File: src/rtl/dds_cmd_pkg.sv
package dds_cmd_pkg;
  localparam int WORD_W    = 16;
  localparam int BYTE_W    = 8;
  localparam int HALF_W    = 2 * BYTE_W;
  localparam int FREQ_W    = 2 * HALF_W;
  localparam int PHASE_W   = 12;
  localparam int NUM_FREQ  = 2;
  localparam int NUM_PHASE = 4;
  localparam int FSEL_W    = $clog2(NUM_FREQ);
  localparam int PSEL_W    = $clog2(NUM_PHASE);
  localparam int SLOT_W    = PSEL_W;

  typedef enum logic [3:0] {
    OP_PH_LOAD  = 4'h0,
    OP_PH_STAGE = 4'h1,
    OP_FR_LOAD  = 4'h2,
    OP_FR_STAGE = 4'h3,
    OP_PSEL     = 4'h4,
    OP_FSEL     = 4'h5,
    OP_BOTHSEL  = 4'h6,
    OP_RSVD     = 4'h7
  } op_e;

  typedef struct packed {
    logic              vld;
    logic              is_phase;
    logic [SLOT_W-1:0] slot;   // freq: {reg, half}; phase: reg index
    logic [HALF_W-1:0] data;
  } wr_req_t;

  function automatic logic freq_hit(wr_req_t w, int idx);
    return w.vld && !w.is_phase && (int'(w.slot[1]) == idx);
  endfunction

  function automatic logic phase_hit(wr_req_t w, int idx);
    return w.vld && w.is_phase && (int'(w.slot) == idx);
  endfunction
endpackage

File: src/rtl/dds_cmd_decode.sv
module dds_cmd_decode
  import dds_cmd_pkg::*;
(
  input  logic              valid_i,
  input  logic [WORD_W-1:0] word_i,
  input  logic [BYTE_W-1:0] stage_i,
  output wr_req_t           wr_o,
  output logic              stage_we_o,
  output logic [BYTE_W-1:0] stage_d_o,
  output logic              psel_we_o,
  output logic [PSEL_W-1:0] psel_d_o,
  output logic              fsel_we_o,
  output logic [FSEL_W-1:0] fsel_d_o,
  output logic              mode_we_o,
  output logic              sync_d_o,
  output logic              selsrc_d_o,
  output logic              pwr_we_o,
  output logic              sleep_d_o,
  output logic              arst_d_o,
  output logic              clr_o
);
  op_e         op;
  logic [3:0]  addr;
  logic        is_ctl;
  logic        cmd_ok;

  assign op     = op_e'(word_i[15:12]);
  assign addr   = word_i[11:8];
  assign is_ctl = word_i[15];
  assign cmd_ok = valid_i && !is_ctl;

  always_comb begin
    wr_o          = '0;
    wr_o.is_phase = addr[3];
    wr_o.slot     = addr[2:1];
    wr_o.data     = {word_i[7:0], stage_i};
    wr_o.vld      = cmd_ok && (((op == OP_FR_LOAD) && !addr[3]) ||
                               ((op == OP_PH_LOAD) &&  addr[3]));
  end

  assign stage_we_o = cmd_ok && ((op == OP_FR_STAGE) || (op == OP_PH_STAGE));
  assign stage_d_o  = word_i[7:0];
  assign psel_we_o  = cmd_ok && ((op == OP_PSEL) || (op == OP_BOTHSEL));
  assign psel_d_o   = word_i[10:9];
  assign fsel_we_o  = cmd_ok && ((op == OP_FSEL) || (op == OP_BOTHSEL));
  assign fsel_d_o   = word_i[11];

  assign mode_we_o  = valid_i && (word_i[15:14] == 2'b10);
  assign sync_d_o   = word_i[13];
  assign selsrc_d_o = word_i[12];
  assign pwr_we_o   = valid_i && (word_i[15:14] == 2'b11);
  assign sleep_d_o  = word_i[13];
  assign arst_d_o   = word_i[12];
  assign clr_o      = word_i[11];
endmodule

File: src/rtl/dds_tuning_bank.sv
module dds_tuning_bank
  import dds_cmd_pkg::*;
(
  input  logic               clk_i,
  input  logic               rst_ni,
  input  wr_req_t            old_i,   // resynchronised port, older
  input  wr_req_t            new_i,   // direct port, newer, wins ties
  input  logic [FSEL_W-1:0]  fsel_i,
  input  logic [PSEL_W-1:0]  psel_i,
  output logic [FREQ_W-1:0]  freq_o,
  output logic [PHASE_W-1:0] phase_o
);
  logic [FREQ_W-1:0]  freq_arr  [NUM_FREQ];
  logic [PHASE_W-1:0] phase_arr [NUM_PHASE];

  for (genvar f = 0; f < NUM_FREQ; f++) begin : g_freq
    logic [FREQ_W-1:0] q;
    always_ff @(posedge clk_i or negedge rst_ni) begin
      if (!rst_ni) begin
        q <= '0;
      end else begin
        if (freq_hit(old_i, f)) begin
          if (old_i.slot[0]) q[FREQ_W-1:HALF_W] <= old_i.data;
          else               q[HALF_W-1:0]      <= old_i.data;
        end
        if (freq_hit(new_i, f)) begin
          if (new_i.slot[0]) q[FREQ_W-1:HALF_W] <= new_i.data;
          else               q[HALF_W-1:0]      <= new_i.data;
        end
      end
    end
    assign freq_arr[f] = q;
  end

  for (genvar p = 0; p < NUM_PHASE; p++) begin : g_phase
    logic [PHASE_W-1:0] q;
    always_ff @(posedge clk_i or negedge rst_ni) begin
      if (!rst_ni) begin
        q <= '0;
      end else begin
        if (phase_hit(old_i, p)) q <= old_i.data[PHASE_W-1:0];
        if (phase_hit(new_i, p)) q <= new_i.data[PHASE_W-1:0];
      end
    end
    assign phase_arr[p] = q;
  end

  assign freq_o  = freq_arr[fsel_i];
  assign phase_o = phase_arr[psel_i];
endmodule

File: src/rtl/dds_sel_path.sv
module dds_sel_path
  import dds_cmd_pkg::*;
#(
  parameter int STAGES = 2
) (
  input  logic              clk_i,
  input  logic              rst_ni,
  input  logic              sync_i,
  input  logic              selsrc_i,
  input  logic [FSEL_W-1:0] fsel_bit_i,
  input  logic [PSEL_W-1:0] psel_bit_i,
  input  logic [FSEL_W-1:0] fsel_pin_i,
  input  logic [PSEL_W-1:0] psel_pin_i,
  output logic [FSEL_W-1:0] fsel_o,
  output logic [PSEL_W-1:0] psel_o
);
  localparam int SW = FSEL_W + PSEL_W;

  logic [SW-1:0] raw;
  logic [SW-1:0] sh [STAGES];
  logic [SW-1:0] sel;

  assign raw = selsrc_i ? {fsel_bit_i, psel_bit_i} : {fsel_pin_i, psel_pin_i};

  always_ff @(posedge clk_i or negedge rst_ni) begin
    if (!rst_ni) begin
      for (int s = 0; s < STAGES; s++) sh[s] <= '0;
    end else begin
      sh[0] <= raw;
      for (int s = 1; s < STAGES; s++) sh[s] <= sh[s-1];
    end
  end

  assign sel    = sync_i ? sh[STAGES-1] : raw;
  assign fsel_o = sel[SW-1:PSEL_W];
  assign psel_o = sel[PSEL_W-1:0];
endmodule

File: src/rtl/dds_cmd_regfile.sv
module dds_cmd_regfile
  import dds_cmd_pkg::*;
#(
  parameter int SYNC_STAGES = 2
) (
  input  logic               clk_i,
  input  logic               rst_ni,
  input  logic               cmd_valid_i,
  input  logic [WORD_W-1:0]  cmd_word_i,
  input  logic [FSEL_W-1:0]  fsel_pin_i,
  input  logic [PSEL_W-1:0]  psel_pin_i,
  output logic [FREQ_W-1:0]  freq_o,
  output logic [PHASE_W-1:0] phase_o,
  output logic [FSEL_W-1:0]  fsel_o,
  output logic [PSEL_W-1:0]  psel_o,
  output logic               sync_o,
  output logic               selsrc_o,
  output logic               sleep_o,
  output logic               acc_clr_o
);
  logic [BYTE_W-1:0] stage_q;
  logic              sync_q, selsrc_q, sleep_q, arst_q;
  logic [FSEL_W-1:0] fbit_q;
  logic [PSEL_W-1:0] pbit_q;

  wr_req_t           dec_wr, feed_wr, direct_wr;
  logic              stage_we, psel_we, fsel_we, mode_we, pwr_we;
  logic [BYTE_W-1:0] stage_d;
  logic [PSEL_W-1:0] psel_d;
  logic [FSEL_W-1:0] fsel_d;
  logic              sync_d, selsrc_d, sleep_d, arst_d, clr;

  dds_cmd_decode u_dec (
    .valid_i    (cmd_valid_i),
    .word_i     (cmd_word_i),
    .stage_i    (stage_q),
    .wr_o       (dec_wr),
    .stage_we_o (stage_we),
    .stage_d_o  (stage_d),
    .psel_we_o  (psel_we),
    .psel_d_o   (psel_d),
    .fsel_we_o  (fsel_we),
    .fsel_d_o   (fsel_d),
    .mode_we_o  (mode_we),
    .sync_d_o   (sync_d),
    .selsrc_d_o (selsrc_d),
    .pwr_we_o   (pwr_we),
    .sleep_d_o  (sleep_d),
    .arst_d_o   (arst_d),
    .clr_o      (clr)
  );

  always_ff @(posedge clk_i or negedge rst_ni) begin
    if (!rst_ni) begin
      stage_q  <= '0;
      sync_q   <= 1'b0;
      selsrc_q <= 1'b0;
      sleep_q  <= 1'b0;
      arst_q   <= 1'b0;
      fbit_q   <= '0;
      pbit_q   <= '0;
    end else begin
      if (stage_we) stage_q <= stage_d;
      if (psel_we)  pbit_q  <= psel_d;
      if (fsel_we)  fbit_q  <= fsel_d;
      if (mode_we) begin
        sync_q   <= sync_d;
        selsrc_q <= selsrc_d;
      end
      if (pwr_we) begin
        sleep_q <= sleep_d;
        arst_q  <= arst_d;
        if (clr) begin
          sync_q   <= 1'b0;
          selsrc_q <= 1'b0;
        end
      end
    end
  end

  // split each load between the direct port and the resync pipe
  always_comb begin
    feed_wr       = dec_wr;
    feed_wr.vld   = dec_wr.vld && sync_q;
    direct_wr     = dec_wr;
    direct_wr.vld = dec_wr.vld && !sync_q;
  end

  wr_req_t wpipe [SYNC_STAGES];

  always_ff @(posedge clk_i or negedge rst_ni) begin
    if (!rst_ni) begin
      for (int s = 0; s < SYNC_STAGES; s++) wpipe[s] <= '0;
    end else begin
      wpipe[0] <= feed_wr;
      for (int s = 1; s < SYNC_STAGES; s++) wpipe[s] <= wpipe[s-1];
    end
  end

  logic [FSEL_W-1:0] fsel_act;
  logic [PSEL_W-1:0] psel_act;

  dds_sel_path #(.STAGES(SYNC_STAGES)) u_sel (
    .clk_i      (clk_i),
    .rst_ni     (rst_ni),
    .sync_i     (sync_q),
    .selsrc_i   (selsrc_q),
    .fsel_bit_i (fbit_q),
    .psel_bit_i (pbit_q),
    .fsel_pin_i (fsel_pin_i),
    .psel_pin_i (psel_pin_i),
    .fsel_o     (fsel_act),
    .psel_o     (psel_act)
  );

  dds_tuning_bank u_bank (
    .clk_i   (clk_i),
    .rst_ni  (rst_ni),
    .old_i   (wpipe[SYNC_STAGES-1]),
    .new_i   (direct_wr),
    .fsel_i  (fsel_act),
    .psel_i  (psel_act),
    .freq_o  (freq_o),
    .phase_o (phase_o)
  );

  assign fsel_o    = fsel_act;
  assign psel_o    = psel_act;
  assign sync_o    = sync_q;
  assign selsrc_o  = selsrc_q;
  assign sleep_o   = sleep_q;
  assign acc_clr_o = arst_q;
endmodule

File: config.mk
export PLATFORM = sky130hd
export DESIGN_NAME = dds_cmd_regfile
export DESIGN_NICKNAME = d
export VERILOG_FILES = /design/src/rtl/dds_cmd_pkg.sv /design/src/rtl/dds_cmd_decode.sv /design/src/rtl/dds_tuning_bank.sv /design/src/rtl/dds_sel_path.sv /design/src/rtl/dds_cmd_regfile.sv
export SDC_FILE = /design/constraint.sdc
export NUM_CORES = 1
export LEC_CHECK = 0
export BUFFER_PORTS_ARGS = -buffer_cell sky130_fd_sc_hd__buf_2
export CAP_MARGIN = 20
export CORE_MARGIN = 1.5
export CORE_UTILIZATION = 54
export CTS_CLUSTER_DIAMETER = 60
export DETAILED_ROUTE_END_ITERATION = 12
export MAX_ROUTING_LAYER = met4
export PLACE_DENSITY_LB_ADDON = 0.1
export SLEW_MARGIN = 20
export SYNTH_ARGS = -nofsm -noshare
export SYNTH_HDL_FRONTEND = slang
export SYNTH_SLANG_ARGS = --single-unit
File: constraint.sdc
create_clock -name clk_i -period 2.5 [get_ports clk_i]
set_clock_uncertainty 0.05 [all_clocks]
set_input_delay 0.5 -clock clk_i [delete_from_list [all_inputs] [get_ports clk_i]]
set_output_delay 0.5 -clock clk_i [all_outputs]
set_load 0.01 [all_outputs]
## Word level (Yosys, flattened, before mapping)

Index checks and enable logic that the tools add are counted.

- Bits in registers: 173
- Latch bits: 0
- RAM bits: 0
- Bits in read-only memories: 0
- Input bits: 22
- Output and inout port bits: 51
- Logic and storage cells: 119
- Memories: 0

- $add $sub $neg: 0
- Multiply operators: 0
- Divide/modulo/power cells: 0
- $lt $le $gt $ge: 2
- Equality and inequality tests: 14
- Shifts and indexed selects: 0
- Multiplexer cells: 34
- Bitwise logic cells: 4
- Reduce and logical (&&, ||, !) cells: 42

Operators with widths:

| cell | count |
|---|---|
| 2-to-1 mux 32 bit | 7 |
| 2-to-1 mux 16 bit | 8 |
| 2-to-1 mux 12 bit | 10 |
| logical AND 1 bit | 27 |
| binary-select mux 12 bit (select 2 bit) | 1 |
| equality test 2 bit (second input constant) | 6 |
| equality test 4 x 3 -> 1 bit (second input constant) | 3 |
| equality test 4 x 2 -> 1 bit (second input constant) | 2 |
| nonzero test 2 bit | 4 |
| 2-to-1 mux 1 bit | 6 |
| 2-to-1 mux 3 bit | 2 |
| equality test 2 x 1 -> 1 bit (second input constant) | 2 |
| equality test 4 x 1 -> 1 bit (second input constant) | 1 |
| zero test 1 bit | 4 |
| zero test 2 bit | 2 |
| zero test 4 bit | 1 |
| logical OR 1 bit | 4 |
| >= comparator 3 bit (second input constant) | 1 |
| NOT 2 -> 3 bit | 1 |
| >= comparator 2 bit (second input constant) | 1 |
| NOT 1 bit | 2 |
| NOT 1 -> 2 bit | 1 |

## Logic depth before layout (Yosys ltp)

- Depth in word-level cells: 8
- Mapped depth: 6
- Gate-level depth less buffers: 3

## Hierarchy

From an unflattened synthesis, not the netlist that was laid out.

- Cell total of the unflattened synthesis: 703
- Area total of the unflattened synthesis: 8212.9 µm²

Modules (own cells, without submodules):

| module | times used | cells an instance | area an instance (µm²) | seq. area each (µm²) |
|---|---|---|---|---|
| dds_tuning_bank | 1 | 570 | 6040.8 | 2802.7 |
| dds_cmd_regfile | 1 | 75 | 1606.5 | 1376.3 |
| dds_cmd_decode | 1 | 46 | 336.6 | 0.0 |
| dds_sel_path | 1 | 12 | 229.0 | 150.1 |

## Least setup slack after synthesis

Ideal clock, no wire load.

- Path type: register -> output
- From: reg selsrc_q (netlist: selsrc_o)
- To: out phase_o[10]
- Arrival time: 2032 ps
- Required time: 1950 ps
- Setup slack: -82 ps
- Stages on the path, launching flop included: 5
- Path buffers: 1
- Cells stage by stage: dfrtp_1 > mux2i_1 > buf_2 > mux2_2 > mux4_2

- Word-level cells in the longest chain between the ends: 6

RTL lines:

| what | RTL line | text |
|---|---|---|
| start, declared | dds_cmd_regfile.sv:22 | `logic sync_q, selsrc_q, sleep_q, arst_q;` |
| start signal, assigned | dds_cmd_regfile.sv:68 | `selsrc_q <= selsrc_d;` |
| 2-to-1 mux 3 bit | dds_sel_path.sv:23 | `assign raw = selsrc_i ? {fsel_bit_i, psel_bit_i} : {fsel_pin_i, psel_pin_i};` |
| 2-to-1 mux 3 bit | dds_sel_path.sv:34 | `assign sel = sync_i ? sh[STAGES-1] : raw;` |
| NOT 2 -> 3 bit (not written as such) | dds_tuning_bank.sv:49 | `assign phase_o = phase_arr[psel_i];` |
| binary-select mux 12 bit (select 2 bit) | dds_tuning_bank.sv:49 |  |
| 2-to-1 mux 12 bit (not written as such) (2 in series) | dds_tuning_bank.sv:49 |  |
| end, declared | dds_cmd_regfile.sv:13 | `output logic [PHASE_W-1:0] phase_o,` |

Every way passes these cells. The select of a mux whose other input is x is not followed.

## Final worst setup path

- From: reg selsrc_q (netlist: selsrc_o)
- To: out freq_o[23]

- Word-level cells in the longest chain between the ends: 6

RTL lines:

| what | RTL line | text |
|---|---|---|
| 2-to-1 mux 3 bit | dds_sel_path.sv:23 |  |
| via u_sel.raw[2] | dds_sel_path.sv:19 | `logic [SW-1:0] raw;` |
| 2-to-1 mux 3 bit | dds_sel_path.sv:34 |  |
| NOT 1 -> 2 bit (not written as such) | dds_tuning_bank.sv:48 | `assign freq_o = freq_arr[fsel_i];` |
| 2-to-1 mux 32 bit (not written as such) (3 in series) | dds_tuning_bank.sv:48 |  |
| end, declared | dds_cmd_regfile.sv:12 | `output logic [FREQ_W-1:0] freq_o,` |

The timed path passes the listed nets, and every way through them passes these cells. The select of a mux whose other input is x is not followed.

==> flow_summary.yaml <==
timing:
  drv_slew: 0
  layout_setup_ws_ns: -0.390
  timing.slew.headroom_pct: 57.9
  setup_viol: 45
  worst_pin_slew_ns: 0.629
  final_hold_viol_count: 0
  grt_setup_unrepaired: "yes"
  fin_tns_setup_ns: -15.59
  finalCritPeriodShare_pct: 116
  whs_ns: 0.189
  fin_crit_ns: 2.89
  clock.fmax_mhz: 346
critical_path:
  crit_path_end_kind: "output port"
  path_class: "flip-flop to output port"
  required_ns: 1.95
  path_max_fanout: 8
  crit_arrival_ns: 2.34
  worstSetupStartpointType: "flip-flop"
global_routing:
  grt_pass1_vias: 5469
  grt_max_degree: 68
  grt-ovfl-total: 0
  grt_use_total_pct: 25.4
  grt_antenna_before_repair: 0
  grt_first_pass_wirelength_mm: 30.5
final_layout:
  drive_gt1_share_pct: 70.7
  areaGrowthSynthToFinish_pct: 20.2
  nFillCells: 1137
  seqCellArea_mm2: 0.00433
  fin_nets: 691
  multi_input_area_mm2: 0.00438
synth:
  synth_top_cell_by_area: "dfrtp_1"
  synth_nets: 601
  syn-cell-area_mm2: 0.00875
  yosysMostFrequentCell: "mux2_2"
  synthCells: 579
  netlist_top_cells_count: "mux2_2 (319), dfrtp_1 (173), buf_2 (18), mux4_2 (12)"
  async_flop_share_pct: 100
  ys_seq_elements: 173
  avgSynthCellArea_um2: 15.1
  synth-main-ff-cell: "dfrtp_1"
  synth_top_area_share_pct: 49.5
  synth_edf_count: 0
  ys_types: 33
  synth_area_leaders: "dfrtp_1 (49%), mux2_2 (41%), mux4_2 (3.1%)"
  ys_warn_count: 0
  ys_seq_area_share_pct: 49.5
power:
  p_leak_nw: 5.20
  power_frac_comb_pct: 19.6
  p_clk_share_pct: 36.2
  swShare_pct: 26.7
  p_per_area_mw_per_mm2: 748
  p_int_mw: 5.76
  p_seq_share_pct: 44.3
  max-vdd-ir-drop_mv: 0.504
  p_sw_mw: 2.10
place:
  place.gp.congestion: 0.748
  dp_hpwl_mm: 11.9
  io_buffers: 71
run_status:
  status: "complete, but fails checks"
  violations: "negative setup slack"
drt:
  drc: 0
  wl_mm: 19.9
  postRouteAntennaNets: 0
  wl_per_cell_um: 22.2
  firstDrtPassIters: 4
  vias: 5185
  viasPerCell: 5.77
  drt_iter0_drc: 320
floorplan:
  die_x_um: 130
  die-area_mm2: 0.0170
  die_y_um: 130
  ios: 73
  row_count: 46
  start_util_pct: 55.3
  coreArea_mm2: 0.0158
cts:
  clk_path_buf_depth: 2
  cts_tree: "yes"
  cts_htree_levels: 4
  clk_pin_slew_worst_paths_ns: 0.07
  insertion_delay_ns: 0.43
  cts_sinks: 173
  root_buffer: "clkbuf_16"
  cts-buffers-inserted: 17
job:
  drv_cap: 0
hold_path:
  worstHoldPathType: "input pin to flip-flop"
==> flip-flops by register name, summed over array words and instances, names as in the netlist, 2 cells and up <==
name              count
u_bank.g_freq.q      64
u_bank.g_phase.q     48
wpipe                40
stage_q               8
u_sel.sh              6
pbit_q                2
==> final cells by class <==
| cell class | count | area share, % |
|---|---|---|
| multi-input cells | 369 | 41.6 |
| inverters | 4 | 0.143 |
| diodes | 1 | 0.0238 |
| repair buffers | 104 | 8.40 |
| well taps | 216 | 2.57 |
| flip-flops and latches | 173 | 41.2 |
| clock inverters | 15 | 1.96 |
| clock buffers | 17 | 4.05 |
==> layout by cell type (no fill, tap or decap), types with 3 or more instances in the layout <==
cell type	synthesis	routed
buf_12	0	7
mux2_2	319	298
inv_6	0	4
mux4_2	12	12
mux2_4	1	22
dfrtp_1	173	171
inv_1	4	4
nand4b_1	5	5
buf_2	18	56
clkbuf_16	0	20
nand4_1	3	3
mux2i_4	0	3
bufinv_16	0	4
buf_4	1	19
buf_6	3	16
clkinv_2	0	4
==> stage by stage <==
step                      cells  total power [mW]  instance area (um^2)  utilization (%)  setup slack [ns]
after floorplan             579              4.27                  8750                -           0.00429
after global placement      856              4.75                  9500             60.0           -0.0680
after detailed placement    856              4.82                  9500             60.0            -0.106
after CTS                   894              7.78                 10300             65.2            -0.417
after global routing        898              8.21                 10500             66.4            -0.450
final                       899              7.86                 10500             66.4            -0.390
==> kinds of logic (layout without fill, tap and decap cells) <==
kind of cell	count (synthesis)	count (layout)	share of synthesized area [%]
other cells	0	1	0
flops	173	173	49.5
mux	335	335	44.7
xor+xnor	2	2	0.286
simple gates	29	29	3.12
compound gates	3	3	0.272
buf+inv	37	140	2.16
==> power by group through the flow <==
stage / Combinational (mW) / Clock (mW) / Sequential [mW]
2_1_floorplan: 0.904 / 0 / 3.37
3_3_place_gp: 1.27 / 0 / 3.48
3_5_place_dp: 1.31 / 0 / 3.52
4_1_cts: 1.41 / 2.90 / 3.47
5_1_grt: 1.65 / 3.02 / 3.53
6_report: 1.54 / 2.84 / 3.48
==> final timing paths <==
kind	to	cells past startpoint	slack [ns]	startpoint
max	freq_o[23]	7	-0.39	selsrc_o$_DFF_PN0_
min	wpipe[32]$_DFF_PN0_	1	0.19	cmd_word_i[4]
max reg2reg	u_bank.g_phase[0].q[6]$_DFFE_PN0P_	3	0.52	wpipe[18]$_DFF_PN0_
min reg2reg	wpipe[10]$_DFF_PN0_	0	0.30	wpipe[30]$_DFF_PN0_
max in group asynchronous	u_bank.g_freq[0].q[20]$_DFF_PN0_	3	1.17	rst_ni
min in group asynchronous	u_sel.sh[3]$_DFF_PN0_	2	0.52	rst_ni
==> critical path, stage by stage (launching register included) <==
cell and delay, ns:
dfrtp_2 0.44, buf_4 0.16, mux2_4 0.31, mux2i_4 0.17, buf_12 0.16, clkbuf_16 0.16
mux2_2 0.35, buf_2 0.15
==> metal layers <==
layer | up-vias | track usage [%] | part of all wire [%]
met3 | 13 | 4.96 | 3.2
met2 | 82 | 42.0 | 51
met1 | 2746 | 32.1 | 45
met5 | - | - | 0
li1 | 2344 | - | -
met4 | 0 | 6.93 | 0.99
==> repair_timing <==
action | in CTS | in global routing
hold buffers | 1 | 0
buffers inserted | 3 | 1
setup endpoints to repair | 46 | 46
gates resized for setup | 24 | 22
endpoints found under the hold margin | 42 | 0
gates cloned | 2 | 4
Power figures use the tool's default switching activity.
